### config.mk
export PLATFORM = sky130hd
export DESIGN_NAME = lcd_hline_gen
export DESIGN_NICKNAME = d
export VERILOG_FILES = /design/src/rtl/lcd_hline_pkg.sv /design/src/rtl/lcd_hline_shadow.sv /design/src/rtl/lcd_hline_seg_cnt.sv /design/src/rtl/lcd_hline_pclk.sv /design/src/rtl/lcd_hline_gen.sv
export SDC_FILE = /design/constraint.sdc
export NUM_CORES = 1
export LEC_CHECK = 0
export BUFFER_PORTS_ARGS = -buffer_cell sky130_fd_sc_hd__buf_2
export CAP_MARGIN = 20
export CORE_UTILIZATION = 25
export CTS_CLUSTER_SIZE = 20
export DETAILED_ROUTE_END_ITERATION = 12
export SETUP_SLACK_MARGIN = 0.05
export SLEW_MARGIN = 20
export SYNTH_ARGS = -nofsm -noshare
export SYNTH_HDL_FRONTEND = slang
export SYNTH_SLANG_ARGS = --single-unit
### constraint.sdc
create_clock -name clk -period 9.3 [get_ports clk]
set_input_delay 1.86 -clock clk [delete_from_list [all_inputs] [get_ports clk]]
set_output_delay 1.86 -clock clk [all_outputs]
set_load 0.005 [all_outputs]
### src/rtl/lcd_hline_pkg.sv
package lcd_hline_pkg;

    // one state per line segment; the numbering is only for readability
    typedef enum logic [1:0] {
        ST_SYNC  = 2'd0,
        ST_BACK  = 2'd1,
        ST_ACT   = 2'd2,
        ST_FRONT = 2'd3
    } hl_state_e;

    function automatic int unsigned hl_max(input int unsigned a, input int unsigned b);
        return (a > b) ? a : b;
    endfunction

endpackage

### src/rtl/lcd_hline_shadow.sv
// Line-local copy of the timing fields, refreshed on a load strobe.
module lcd_hline_shadow #(
    parameter int unsigned PORCH_W = 8,
    parameter int unsigned PPL_W   = 10
) (
    input  logic               clk,
    input  logic               rst_n,
    input  logic               load,
    input  logic [PORCH_W-1:0] in_sync_w,
    input  logic [PORCH_W-1:0] in_back,
    input  logic [PPL_W-1:0]   in_pixels,
    input  logic [PORCH_W-1:0] in_front,
    output logic [PORCH_W-1:0] q_sync_w,
    output logic [PORCH_W-1:0] q_back,
    output logic [PPL_W-1:0]   q_pixels,
    output logic [PORCH_W-1:0] q_front
);

    always_ff @(posedge clk or negedge rst_n) begin
        if (!rst_n) begin
            q_sync_w <= '0;
            q_back   <= '0;
            q_pixels <= '0;
            q_front  <= '0;
        end else if (load) begin
            q_sync_w <= in_sync_w;
            q_back   <= in_back;
            q_pixels <= in_pixels;
            q_front  <= in_front;
        end
    end

endmodule

### src/rtl/lcd_hline_seg_cnt.sv
// Segment counter: counts steps up to a limit, flags the last step.
module lcd_hline_seg_cnt #(
    parameter int unsigned CNT_W = 10
) (
    input  logic             clk,
    input  logic             rst_n,
    input  logic             clr,
    input  logic             step,
    input  logic [CNT_W-1:0] limit,
    output logic             last
);

    logic [CNT_W-1:0] cnt_q;

    assign last = (cnt_q == limit);

    always_ff @(posedge clk or negedge rst_n) begin
        if (!rst_n) begin
            cnt_q <= '0;
        end else if (clr) begin
            cnt_q <= '0;
        end else if (step) begin
            cnt_q <= last ? '0 : cnt_q + 1'b1;
        end
    end

endmodule

### src/rtl/lcd_hline_pclk.sv
// Toggling pixel clock output with a gate; cleared while idle.
module lcd_hline_pclk (
    input  logic clk,
    input  logic rst_n,
    input  logic clr,
    input  logic step,
    input  logic gate_open,
    output logic pclk
);

    always_ff @(posedge clk or negedge rst_n) begin
        if (!rst_n) begin
            pclk <= 1'b0;
        end else if (clr) begin
            pclk <= 1'b0;
        end else if (step && gate_open) begin
            pclk <= ~pclk;
        end
    end

endmodule

### src/rtl/lcd_hline_gen.sv
module lcd_hline_gen
    import lcd_hline_pkg::*;
#(
    parameter int unsigned PORCH_W = 8,
    parameter int unsigned PPL_W   = 10
) (
    input  logic               clk,
    input  logic               rst_n,
    input  logic               en,
    input  logic               pix_en,
    input  logic               passive_mode,
    input  logic [PORCH_W-1:0] cfg_sync_w,
    input  logic [PORCH_W-1:0] cfg_back,
    input  logic [PPL_W-1:0]   cfg_pixels,
    input  logic [PORCH_W-1:0] cfg_front,
    output logic               line_clk,
    output logic               data_en,
    output logic               pix_req,
    output logic               pix_clk_out
);

    localparam int unsigned CNT_W = hl_max(PORCH_W, PPL_W);

    hl_state_e        state_q;
    hl_state_e        state_nxt;
    logic             tick;
    logic             seg_last;
    logic [CNT_W-1:0] seg_limit;
    logic             line_done;
    logic             st_active;

    logic [PORCH_W-1:0] sh_sync_w;
    logic [PORCH_W-1:0] sh_back;
    logic [PPL_W-1:0]   sh_pixels;
    logic [PORCH_W-1:0] sh_front;

    assign tick      = en & pix_en;
    assign st_active = (state_q == ST_ACT);
    assign line_done = tick & (state_q == ST_FRONT) & seg_last;

    // fields captured while idle and at each line boundary
    lcd_hline_shadow #(
        .PORCH_W (PORCH_W),
        .PPL_W   (PPL_W)
    ) u_shadow (
        .clk       (clk),
        .rst_n     (rst_n),
        .load      (~en | line_done),
        .in_sync_w (cfg_sync_w),
        .in_back   (cfg_back),
        .in_pixels (cfg_pixels),
        .in_front  (cfg_front),
        .q_sync_w  (sh_sync_w),
        .q_back    (sh_back),
        .q_pixels  (sh_pixels),
        .q_front   (sh_front)
    );

    // limit of the segment being emitted
    always_comb begin
        unique case (state_q)
            ST_SYNC:  seg_limit = CNT_W'(sh_sync_w);
            ST_BACK:  seg_limit = CNT_W'(sh_back);
            ST_ACT:   seg_limit = CNT_W'(sh_pixels);
            ST_FRONT: seg_limit = CNT_W'(sh_front);
        endcase
    end

    lcd_hline_seg_cnt #(
        .CNT_W (CNT_W)
    ) u_seg_cnt (
        .clk   (clk),
        .rst_n (rst_n),
        .clr   (~en),
        .step  (tick),
        .limit (seg_limit),
        .last  (seg_last)
    );

    // transitions: SYNC_DONE, BACK_DONE, PIX_DONE, LINE_DONE
    always_comb begin
        state_nxt = state_q;
        unique case (state_q)
            ST_SYNC:  if (seg_last) state_nxt = ST_BACK;
            ST_BACK:  if (seg_last) state_nxt = ST_ACT;
            ST_ACT:   if (seg_last) state_nxt = ST_FRONT;
            ST_FRONT: if (seg_last) state_nxt = ST_SYNC;
        endcase
    end

    // state register
    always_ff @(posedge clk or negedge rst_n) begin
        if (!rst_n) begin
            state_q <= ST_SYNC;
        end else if (!en) begin
            state_q <= ST_SYNC;
        end else if (pix_en) begin
            state_q <= state_nxt;
        end
    end

    // outputs: each tick emits the slot of the current state
    always_ff @(posedge clk or negedge rst_n) begin
        if (!rst_n) begin
            line_clk <= 1'b0;
            data_en  <= 1'b0;
            pix_req  <= 1'b0;
        end else if (!en) begin
            line_clk <= 1'b0;
            data_en  <= 1'b0;
            pix_req  <= 1'b0;
        end else begin
            pix_req <= 1'b0;
            if (pix_en) begin
                line_clk <= (state_q == ST_SYNC);
                data_en  <= st_active;
                pix_req  <= st_active;
            end
        end
    end

    lcd_hline_pclk u_pclk (
        .clk       (clk),
        .rst_n     (rst_n),
        .clr       (~en),
        .step      (tick),
        .gate_open (~passive_mode | st_active),
        .pclk      (pix_clk_out)
    );

endmodule

=== Yosys cells after proc, flatten, opt, wreduce, memory -nomap -nowiden ===
Index checks and enable logic that the tools add are counted.

* Output and inout port bits: 4
* Register bits after elaboration: 50
* Word-level logic and storage cells: 52

* Multiplexer cells: 19
* Equality and inequality tests: 11
* Add/subtract/negate cells: 1
* Reductions and logical operators: 3
* Bitwise logic cells: 8

{| class="wikitable"
|+ Operator list
! cell !! number
|-
| 10-bit case mux with 4 select lines || 1
|-
| 10-bit two-way mux || 3
|-
| 2-bit two-way mux || 6
|-
| 3-bit != test, second input constant || 4
|-
| 10-bit by 1-bit adder with 10-bit output, second input constant || 1
|-
| 10-bit == test || 1
|-
| 1-bit two-way mux || 8
|-
| 2-bit case mux with 4 select lines || 1
|-
| 2-bit by 1-bit != test with 1-bit output, second input constant || 3
|-
| 5-bit AND reduction || 1
|-
| 2-bit == test, second input constant || 2
|-
| 1-bit AND || 3
|-
| 1-bit NOT || 3
|-
| 2-bit by 1-bit == test with 1-bit output, second input constant || 1
|-
| 2-bit zero test || 1
|-
| 1-bit bitwise OR || 2
|-
| 1-bit logical AND || 1
|}

=== Longest topological paths before layout ===
Gate-level depths: netlist of the first run.

* Depth in word-level cells: 7
* Gate-level depth with buffers: 12

=== Cells and area by module ===
A second synthesis of the first run with hierarchy kept.

* Cell total of the unflattened synthesis: 211
* Area, all modules: 2807.7 sq um

{| class="wikitable"
|+ Modules (own cells, without submodules)
! module !! cells an instance !! seq. area each (sq um) !! instances !! area an instance (sq um)
|-
| lcd_hline_shadow || 72 || 850.8 || 1 || 1417.6
|-
| lcd_hline_seg_cnt || 75 || 250.2 || 1 || 773.2
|-
| lcd_hline_gen || 60 || 125.1 || 1 || 565.5
|-
| lcd_hline_pclk || 4 || 25.0 || 1 || 51.3
|}

=== Least setup slack after synthesis of the first run ===
Ideal clock, no wire load.

* Path type: input-to-reg
* From: input port pix_en
* To: register u_shadow.q_back[5]
* Arrival: 3631 ps
* Library setup time: 125 ps
* Setup slack: 5544 ps
* Data required time: 9175 ps
* Cell stages on the path: 7
* Cells stage by stage: clkbuf_1 inv_1 or4_1 buf_2 o21ai_4 buf_6 mux2_2

* Longest elaborated chain between the ends: 4

{| class="wikitable"
|+ RTL lines
! element !! line !! text
|-
| from (decl) || lcd_hline_gen.sv:10 || <nowiki>input logic pix_en,</nowiki>
|-
| 1-bit AND || lcd_hline_gen.sv:37 || <nowiki>assign tick = en & pix_en;</nowiki>
|-
| 1-bit AND (2 in a row) || lcd_hline_gen.sv:39 || <nowiki>assign line_done = tick & (state_q == ST_FRONT) & seg_last;</nowiki>
|-
| 1-bit bitwise OR || lcd_hline_gen.sv:48 || <nowiki>.load (~en | line_done),</nowiki>
|-
| to (signal assigned) || lcd_hline_shadow.sv:27 || <nowiki>q_back <= in_back;</nowiki>
|-
| to (decl) || lcd_hline_shadow.sv:14 || <nowiki>output logic [PORCH_W-1:0] q_back,</nowiki>
|}

Every way passes these cells.
A chain may end at the register's enable or synchronous reset.

=== Worst setup path in the final report of the first run ===
* From: register state_q[0]
* To: register u_shadow.q_front[7]

* Longest elaborated chain between the ends: 5
* Elaborated cells between the ends (all ways): 9
* Classes of those cells: eq/ne (4); mux (1); bitwise (3); reduce/logical (1)

{| class="wikitable"
|+ RTL lines
! element !! line !! text
|-
| from (decl) || lcd_hline_gen.sv:24 || <nowiki>hl_state_e state_q;</nowiki>
|-
| from (signal assigned) || lcd_hline_gen.sv:98 || <nowiki>state_q <= state_nxt;</nowiki>
|-
| 2-bit == test, or another cell as far along || lcd_hline_gen.sv:39, lcd_hline_gen.sv:61 ||
|-
| 10-bit case mux with 4 select lines || lcd_hline_gen.sv:61 || <nowiki>unique case (state_q)</nowiki>
|-
| 10-bit == test || lcd_hline_seg_cnt.sv:15 || <nowiki>assign last = (cnt_q == limit);</nowiki>
|-
| 1-bit AND (*) || lcd_hline_gen.sv:39 ||
|-
| 1-bit bitwise OR (*) || lcd_hline_gen.sv:48 ||
|-
| to (signal assigned) || lcd_hline_shadow.sv:29 || <nowiki>q_front <= in_front;</nowiki>
|-
| to (decl) || lcd_hline_shadow.sv:16 || <nowiki>output logic [PORCH_W-1:0] q_front</nowiki>
|}

Every way passes the cells marked *; elsewhere a longest branch is shown, timed or not.

==> results.rst, run 1 <==
.. list-table::
   :header-rows: 1

   * - Metric
     - Value
   * - Status
     - finished clean
   * - TritonCTS clock tree
     - done
   * - Register area share after synthesis
     - roughly 50%
   * - Std-Cell Core Area
     - around 9700 um2
   * - Final HPWL DP
     - about 3500 um
   * - Height of the die
     - slightly above 100 um
   * - Synth Flop Type
     - sky130_fd_sc_hd__dfrtp_1
   * - Synth Area per Inst
     - 12.08 um2
   * - Shortest period the worst path allows
     - between 3 and 4 ns
   * - Top-level I/O count
     - between 40 and 50
   * - Worst voltage drop across the vdd grid
     - 0.00006424 V
   * - Critical Path Sink Type
     - flop
   * - HP Class
     - flop to flop
   * - Post-synth top area cell
     - sky130_fd_sc_hd__dfrtp_1
   * - Actual transition at the worst max-transition pin
     - approximately 0.65 ns
   * - DR iter-0 viols
     - 90
   * - Data required time at the worst endpoint
     - ~9.5 ns
   * - Die Span X
     - between 100 and 150 um
   * - Synth top cells by count
     - sky130_fd_sc_hd__dfrtp_1 (50), sky130_fd_sc_hd__mux2_1 (22), sky130_fd_sc_hd__xnor2_1 (13)
   * - Post-cts resize count
     - 0
   * - GRT Resource Usage Total
     - between 10% and 20%
   * - Count of yosys warnings during synthesis
     - 0
   * - Placement-stage cell area
     - 2806 um2
   * - Total met2 wirelength after detailed routing
     - approximately 2200 um
   * - Synth async-reset ratio
     - 100.0%
   * - Buffer depth of the longest clock path
     - 2
   * - Number of buffer cells added on primary ports
     - 42
   * - Clock latency reported for the late side of the worst-skew pair
     - about 0.30 ns
   * - Initial Util
     - ~26%
   * - Post-Synthesis Net Count
     - around 250
   * - Uppermost layer routed
     - met4
   * - Dominant cells by area after synthesis
     - sky130_fd_sc_hd__dfrtp_1 (50%), sky130_fd_sc_hd__mux2_1 (9.9%), sky130_fd_sc_hd__mux2_2 (5.4%)
   * - Mapped cell area
     - about 2500 um2
   * - Total Die Area
     - roughly 10,000 um2
   * - WP data arrival
     - slightly below 4 ns
   * - Fraction of final layout cells with drive strength greater than 1
     - between 20% and 30%
   * - Class of the most critical setup path
     - flop to flop
   * - Placer congestion estimate
     - between 0.7 and 0.8
   * - Critical path startpoint category
     - flop
   * - Upper clock frequency limit
     - ~0.26 GHz
   * - Setup violations, final
     - 0
   * - Yosys top cell area share
     - between 50% and 60%
   * - Wire length per cell
     - ~13 um
   * - Count of final hold-check violations
     - 0
   * - Total wire length
     - 5093 um
   * - Yosys cell types
     - 33
   * - Number of antenna diodes
     - 0
   * - GRT overflow
     - 0
   * - Buffers inserted by post-CTS timing repair
     - 0
   * - Routed length on met3
     - just under 300 um
   * - Number of rows in the core area
     - 36
   * - Number of vias per cell after detailed routing
     - roughly 4.5
   * - Register clock-pin slew on the reported worst setup and hold paths
     - ~0.090 ns
   * - DRC violation count after routing
     - 0
   * - Hold buffers post-CTS
     - 0
   * - Number of sinks driven by the clock tree
     - 50
   * - CP max FO
     - 25
   * - Number of fill cells in the layout
     - 1,045
   * - Pin count of the biggest net entering global routing
     - between 50 and 60
   * - Vias in the first global route
     - about 1,600
   * - ANT nets after route
     - 0
   * - Final standard cell area without fillers
     - around 3000 um2
   * - Antenna violations before repair
     - 0
   * - First-pass GRT wire length
     - 8411 um
   * - Routed length on met1
     - ~2500 um
   * - Via count
     - about 1,700
   * - Max-capacitance violation count
     - 0
   * - Number of cells produced by synthesis
     - just over 200
   * - Post-route fraction of the period consumed by the critical path
     - about 41%
   * - Max-slew violations
     - 0
   * - Worst relative slew slack
     - 56.67%
   * - Register bit total from synthesis
     - 50
   * - H-tree levels
     - 2
   * - Area growth, synth to finish
     - 17.61%
   * - Initial DRT Pass Iterations
     - 4
   * - Leak Pwr
     - roughly 1.4 nW
   * - Net count, final
     - slightly below 300
   * - Setup TNS
     - 0 ns
   * - Clk_skew
     - 0.007348 ns
   * - Number of flops mapped to enable cells by yosys
     - 0
   * - Clk root buf
     - sky130_fd_sc_hd__clkbuf_8
   * - Number of buffers inserted during clock tree synthesis
     - 5
   * - Setup repair after global routing missed its margin
     - no
   * - Pwr/cell area
     - roughly 150 nW/um2
   * - Top-count cell post-synth
     - sky130_fd_sc_hd__dfrtp_1
## cells in the final DEF, fill, tap and decap left out, types with 2 or more instances in the layout
cell	instances
sky130_fd_sc_hd__a222oi_1	8
sky130_fd_sc_hd__and2_1	2
sky130_fd_sc_hd__and3_1	12
sky130_fd_sc_hd__buf_2	42
sky130_fd_sc_hd__clkbuf_8	5
sky130_fd_sc_hd__dfrtp_1	50
sky130_fd_sc_hd__ha_1	6
sky130_fd_sc_hd__inv_1	12
sky130_fd_sc_hd__mux2_1	22
sky130_fd_sc_hd__mux2_2	12
sky130_fd_sc_hd__mux2i_1	10
sky130_fd_sc_hd__nand2_1	9
sky130_fd_sc_hd__nand2b_1	2
sky130_fd_sc_hd__nand3_1	5
sky130_fd_sc_hd__nor2_1	6
sky130_fd_sc_hd__nor2b_1	3
sky130_fd_sc_hd__nor3_1	3
sky130_fd_sc_hd__o21ai_0	2
sky130_fd_sc_hd__or4_1	2
sky130_fd_sc_hd__xnor2_1	13
sky130_fd_sc_hd__xor2_1	5
## final timing paths
| kind | start | to | slack, ns | cells after the start |
|---|---|---|---|---|
| max in group asynchronous | rst_n | state_q[1]$_DFFE_PN0P_ | 7.20 | 2 |
| max reg2reg | state_q[0]$_DFFE_PN0P_ | u_shadow.q_front[7]$_DFFE_PN0P_ | 5.53 | 10 |
| min in group asynchronous | rst_n | u_pclk.pclk$_DFFE_PN0P_ | 1.65 | 2 |
| min reg2reg | u_shadow.q_front[3]$_DFFE_PN0P_ | u_shadow.q_front[3]$_DFFE_PN0P_ | 0.50 | 1 |
| min | u_shadow.q_front[3]$_DFFE_PN0P_ | u_shadow.q_front[3]$_DFFE_PN0P_ | 0.50 | 1 |
| max | state_q[0]$_DFFE_PN0P_ | u_shadow.q_front[7]$_DFFE_PN0P_ | 5.53 | 10 |
## metrics by stage
stage	hold slack, ns	total power, mW	setup WS (ns)	utilization [%]	instances
4_1_cts	0.4979	0.4476	5.225	29.95	378
3_5_place_dp	0.4760	0.2952	4.931	28.85	371
6_report	0.4965	0.4424	5.526	30.23	379
3_3_place_gp	0.4664	0.2935	5.025	28.85	371
2_1_floorplan	0.4570	0.2754	5.544	-	207
5_1_grt	0.5053	0.4677	5.341	30.23	379
## power by group
group          switching (mW)  total (mW)  internal [mW]
logic                  0.0220      0.0483         0.0264
registers             0.00940       0.243          0.233
clock network          0.0721       0.151         0.0792
total                   0.103       0.442          0.339
## final cells by class
cell class	instances	area, um2	area share [%]
Sequential cell	50	1251	42.54
Multi-Input combinational cell	133	1126	38.28
Timing Repair Buffer	44	245.2	8.337
Tap cell	133	166.4	5.657
Clock buffer	5	68.82	2.339
Inverter	12	45.04	1.531
Clock inverter	2	38.79	1.319
## metal layers
| metal | vias up | track usage (%) |
|---|---|---|
| met4 | 0 | 2.857 |
| li1 | 809 | - |
| met1 | 825 | 15.64 |
| met3 | 6 | 2.531 |
| met2 | 52 | 15.59 |
| met5 | - | 0 |
## sequential cells by signal, summed over array words and instances, names as in the netlist, 2 cells and up
register and flops:
state_q 2, u_seg_cnt.cnt_q 10, u_shadow.q_back 8, u_shadow.q_front 8, u_shadow.q_pixels 10, u_shadow.q_sync_w 8
## critical path, stage by stage, from the launching register on
cell and delay (ns):
sky130_fd_sc_hd__dfrtp_1 0.40, sky130_fd_sc_hd__inv_1 0.11, sky130_fd_sc_hd__ha_1 0.43, sky130_fd_sc_hd__a222oi_1 0.49, sky130_fd_sc_hd__mux2i_1 0.16, sky130_fd_sc_hd__xnor2_1 0.16
sky130_fd_sc_hd__nand4_1 0.14, sky130_fd_sc_hd__or4_1 0.71, sky130_fd_sc_hd__o21ai_4 0.46, sky130_fd_sc_hd__buf_16 0.24, sky130_fd_sc_hd__mux2_2 0.35
## cells by family (layout without fill, tap and decap cells)
group                      Yosys count  count (layout)  synth area share, %
and+or+nand+nor                     46              46                9.854
DFF                                 50              50                50.03
buffers and inverters               24              63                4.952
AOI/OAI and AO/OA                   19              19                6.554
muxes                               44              44                19.31
adders and majority gates            6               6                3.001
xor gates and xnor gates            18              18                6.303
(Power assumes the default switching activity.)
==> run 2: changes to the inputs <==
- clock period: 9.3 -> 3.4 ns (I/O delays scaled with it)
==> run 2 against run 1 <==
Compared with the run above: largest power group unchanged; clock power grew to 3.3 times the previous value; die area stayed put; clock-buffer cell count did not move; critical path type unchanged; combinational power rose to 2.7 times the previous value; via count down 1.3%; global-route usage rose by 0.24 points; non-clock buffer count is the same; cell count is 0.26% higher.
==> results.rst, run 2 (synthesis gave the netlist of run 1 again) <==
.. list-table::
   :header-rows: 1

   * - Metric
     - Value
   * - Status
     - finished clean
   * - Antenna violations before repair
     - 0 (unchanged)
   * - Post-Place Worst Slack
     - 0.1533 ns (-4.778 ns)
   * - Leak Pwr
     - 1.379 nW (+0.65%)
   * - Worst slack on hold paths
     - 0.3847 ns (-0.1118 ns)
   * - Max-slew violations
     - 0 (unchanged)
   * - Critical path startpoint category
     - flop
   * - Internal Pwr Total
     - 1.004 mW (+200%)
   * - Worst relative slew slack
     - 57.00% (+0.33 points)
   * - Number of buffers inserted during clock tree synthesis
     - 5 (unchanged)
   * - CP peak stage delay
     - 0.59 ns (-0.12 ns)
   * - Via count
     - 1,670 (-1.3%)
   * - Final standard cell area without fillers
     - 2972 um2 (+1.0%)
   * - Total wire length
     - 5085 um (-0.16%)
   * - Post-cts resize count
     - 0 (unchanged)
   * - Buffer depth of the longest clock path
     - 2 (unchanged)
   * - Number of rows in the core area
     - 36 (unchanged)
   * - GRT Resource Usage Total
     - 10.89% (+0.24 points)
   * - Clock group share of total power
     - 38.5% (+4.3 points)
   * - Std-Cell Core Area
     - 9729 um2 (unchanged)
   * - Number of placed instances, taps included
     - 372 (+0.27%)
   * - HP Class
     - primary input to async pin
   * - DRC violation count after routing
     - 0 (unchanged)
   * - Max-capacitance violation count
     - 0 (unchanged)
   * - H-tree levels
     - 2 (unchanged)
   * - Setup repair after global routing missed its margin
     - no
   * - Count of final hold-check violations
     - 0 (unchanged)
   * - Combinational share of power
     - 10.0% (-0.9 points)
   * - Post-layout power
     - 1.293 mW (+190%)
   * - CP bufs+invs
     - 1 (-1)
   * - Area growth, synth to finish
     - 18.81%
   * - Slowest stage cell on the critical path
     - sky130_fd_sc_hd__or4_1
   * - Post-layout worst setup margin
     - 0.3042 ns (-5.221 ns)
   * - Net count, final
     - 291 (unchanged)
   * - Placer congestion estimate
     - 0.7583 (-3.4%)
   * - Chain of cells forming the critical path
     - ha_1 > a222oi_1 > mux2i_1 > xnor2_1 > nand4_1 > or4_1 > o21ai_4 > buf_12 > mux2_2
   * - Commonest cells after routing, fill and taps aside
     - sky130_fd_sc_hd__dfrtp_1 (50), sky130_fd_sc_hd__buf_2 (41), sky130_fd_sc_hd__mux2_1 (22)
   * - CP max FO
     - 34 (+36%)
   * - Register-to-Register Path Depth
     - 9 (-1)
   * - Initial DRT Pass Iterations
     - 4 (unchanged)
   * - Cell count along the critical path
     - 9 (-1)
   * - Switching part of the total
     - 22.33% (-1.1 points)
   * - Register clock-pin slew on the reported worst setup and hold paths
     - 0.09 ns (about the same)
   * - ANT nets after route
     - 0 (unchanged)
   * - Pin count of the biggest net entering global routing
     - 51 (unchanged)
   * - Clk root buf
     - sky130_fd_sc_hd__clkbuf_8
   * - Setup violations, final
     - 0 (unchanged)
   * - Number of buffer cells added on primary ports
     - 42 (unchanged)
   * - Critical Path Sink Type
     - flop
   * - DR iter-0 viols
     - 77 (-14%)
   * - First-pass GRT wire length
     - 8749 um (+4.0%)
   * - Final HPWL DP
     - 3632 um (+2.5%)
   * - Data required time at the worst endpoint
     - 3.59 ns (-5.90 ns)
   * - Buffers inserted by post-CTS timing repair
     - 0 (unchanged)
   * - Clk_skew
     - 0.005691 ns (-0.001656 ns)
   * - Dominant delay contributor by cell family on the critical path
     - simple AND/OR/NAND/NOR gates
   * - Shortest period the worst path allows
     - 3.096 ns (-0.6787 ns)
   * - TritonCTS clock tree
     - done
   * - Commonest non-fill, non-tap cell in the layout
     - sky130_fd_sc_hd__dfrtp_1
   * - Clock latency reported for the late side of the worst-skew pair
     - 0.30 ns (about the same)
   * - Registers with the most flip-flops
     - u_seg_cnt.cnt_q: 10 flops, u_shadow.q_pixels: 10 flops
   * - WP data arrival
     - 3.29 ns (-0.67 ns)
   * - Number of vias per cell after detailed routing
     - 4.395 (-1.6%)
   * - Post-route fraction of the period consumed by the critical path
     - 91.05% (+50 points)
   * - Fraction of final layout cells with drive strength greater than 1
     - 27.13% (+1.1 points)
   * - Hold buffers post-CTS
     - 0 (unchanged)
   * - Upper clock frequency limit
     - 0.3230 GHz (+22%)
   * - Setup TNS
     - 0 ns (unchanged)
   * - Top-level I/O count
     - 43 (unchanged)
   * - Placement-stage cell area
     - 2826 um2 (+0.71%)
   * - Height of the die
     - 102.0 um (unchanged)
   * - Share of power burned in registers
     - 51.5% (-3.4 points)
   * - Wire length per cell
     - 13.38 um (-0.42%)
   * - Number of antenna diodes
     - 0 (unchanged)
   * - GRT overflow
     - 0 (unchanged)
   * - Pwr/cell area
     - 435.1 nW/um2 (+190%)
   * - Total Die Area
     - 10,410 um2 (unchanged)
   * - Number of fill cells in the layout
     - 1,033 (-1.1%)
   * - Die Span X
     - 102.0 um (unchanged)
   * - Actual transition at the worst max-transition pin
     - 0.6450 ns (-0.004971 ns)
   * - Final cell utilization of the core
     - 30.54% (+0.31 points)
   * - Switching power summed over all nets
     - 0.2887 mW (+180%)
   * - Number of sinks driven by the clock tree
     - 50 (unchanged)
   * - Class of the most critical setup path
     - flop to flop
   * - Worst voltage drop across the vdd grid
     - 0.0001988 V (+210%)
   * - Vias in the first global route
     - 1,751 (+6.5%)
   * - Initial Util
     - 25.71% (unchanged)
   * - Cell Count, Final, Fillers Out
     - 380 (+0.26%)
-- run 2: changes by cell type in the layout (fill, tap and decap cells not counted) --
cell,before,now
sky130_fd_sc_hd__ha_2,0,2
sky130_fd_sc_hd__buf_4,1,2
sky130_fd_sc_hd__buf_2,42,41
sky130_fd_sc_hd__buf_12,0,1
sky130_fd_sc_hd__ha_1,6,4
sky130_fd_sc_hd__buf_16,1,0
sky130_fd_sc_hd__bufinv_16,1,2
-- run 2: routing by layer --
metal	GRT usage (%)	vias up	wire, um
li1	-	810	-
met1	15.18	810	2459
met2	16.73	41	2331
met3	2.736	9	228
met4	3.077	0	65
met5	0	-	0
-- run 2: power groups by stage --
stage          logic (mW)  registers [mW]  clock network, mW
2_1_floorplan      0.0848           0.668                  0
3_3_place_gp        0.129           0.677                  0
3_5_place_dp        0.132           0.678                  0
4_1_cts             0.133           0.666              0.510
5_1_grt             0.147           0.672              0.534
6_report            0.130           0.665              0.498
-- run 2: cell type report --
| cell class | count | area [um2] | area share (%) |
|---|---|---|---|
| clock buffers | 5 | 68.82 | 2.316 |
| clock inverters | 3 | 68.82 | 2.316 |
| inverters | 12 | 45.04 | 1.516 |
| multi-input cells | 133 | 1131 | 38.06 |
| flip-flops and latches | 50 | 1251 | 42.11 |
| well taps | 133 | 166.4 | 5.600 |
| repair buffers | 44 | 240.2 | 8.084 |
-- run 2: worst paths after layout --
path,start,end,slack (ns)
worst min register to register,u_shadow.q_back[3]$_DFFE_PN0P_,u_shadow.q_back[3]$_DFFE_PN0P_,0.50
worst max register to register,state_q[0]$_DFFE_PN0P_,u_shadow.q_back[7]$_DFFE_PN0P_,0.30
max in group asynchronous,rst_n,u_shadow.q_back[0]$_DFFE_PN0P_,2.57
min in group clk,u_shadow.q_back[3]$_DFFE_PN0P_,u_shadow.q_back[3]$_DFFE_PN0P_,0.50
worst max-delay path,state_q[0]$_DFFE_PN0P_,u_shadow.q_back[7]$_DFFE_PN0P_,0.30
worst min-delay path,rst_n,u_pclk.pclk$_DFFE_PN0P_,0.38
-- run 2: worst register-to-register path, cell delays in order, from the launching register on --
cell and delay [ns]:
sky130_fd_sc_hd__dfrtp_1 0.42, sky130_fd_sc_hd__ha_1 0.37, sky130_fd_sc_hd__a222oi_1 0.42, sky130_fd_sc_hd__mux2i_1 0.15, sky130_fd_sc_hd__xnor2_1 0.17, sky130_fd_sc_hd__nand4_1 0.11, sky130_fd_sc_hd__or4_1 0.59, sky130_fd_sc_hd__o21ai_4 0.17
sky130_fd_sc_hd__buf_12 0.23, sky130_fd_sc_hd__mux2_2 0.36
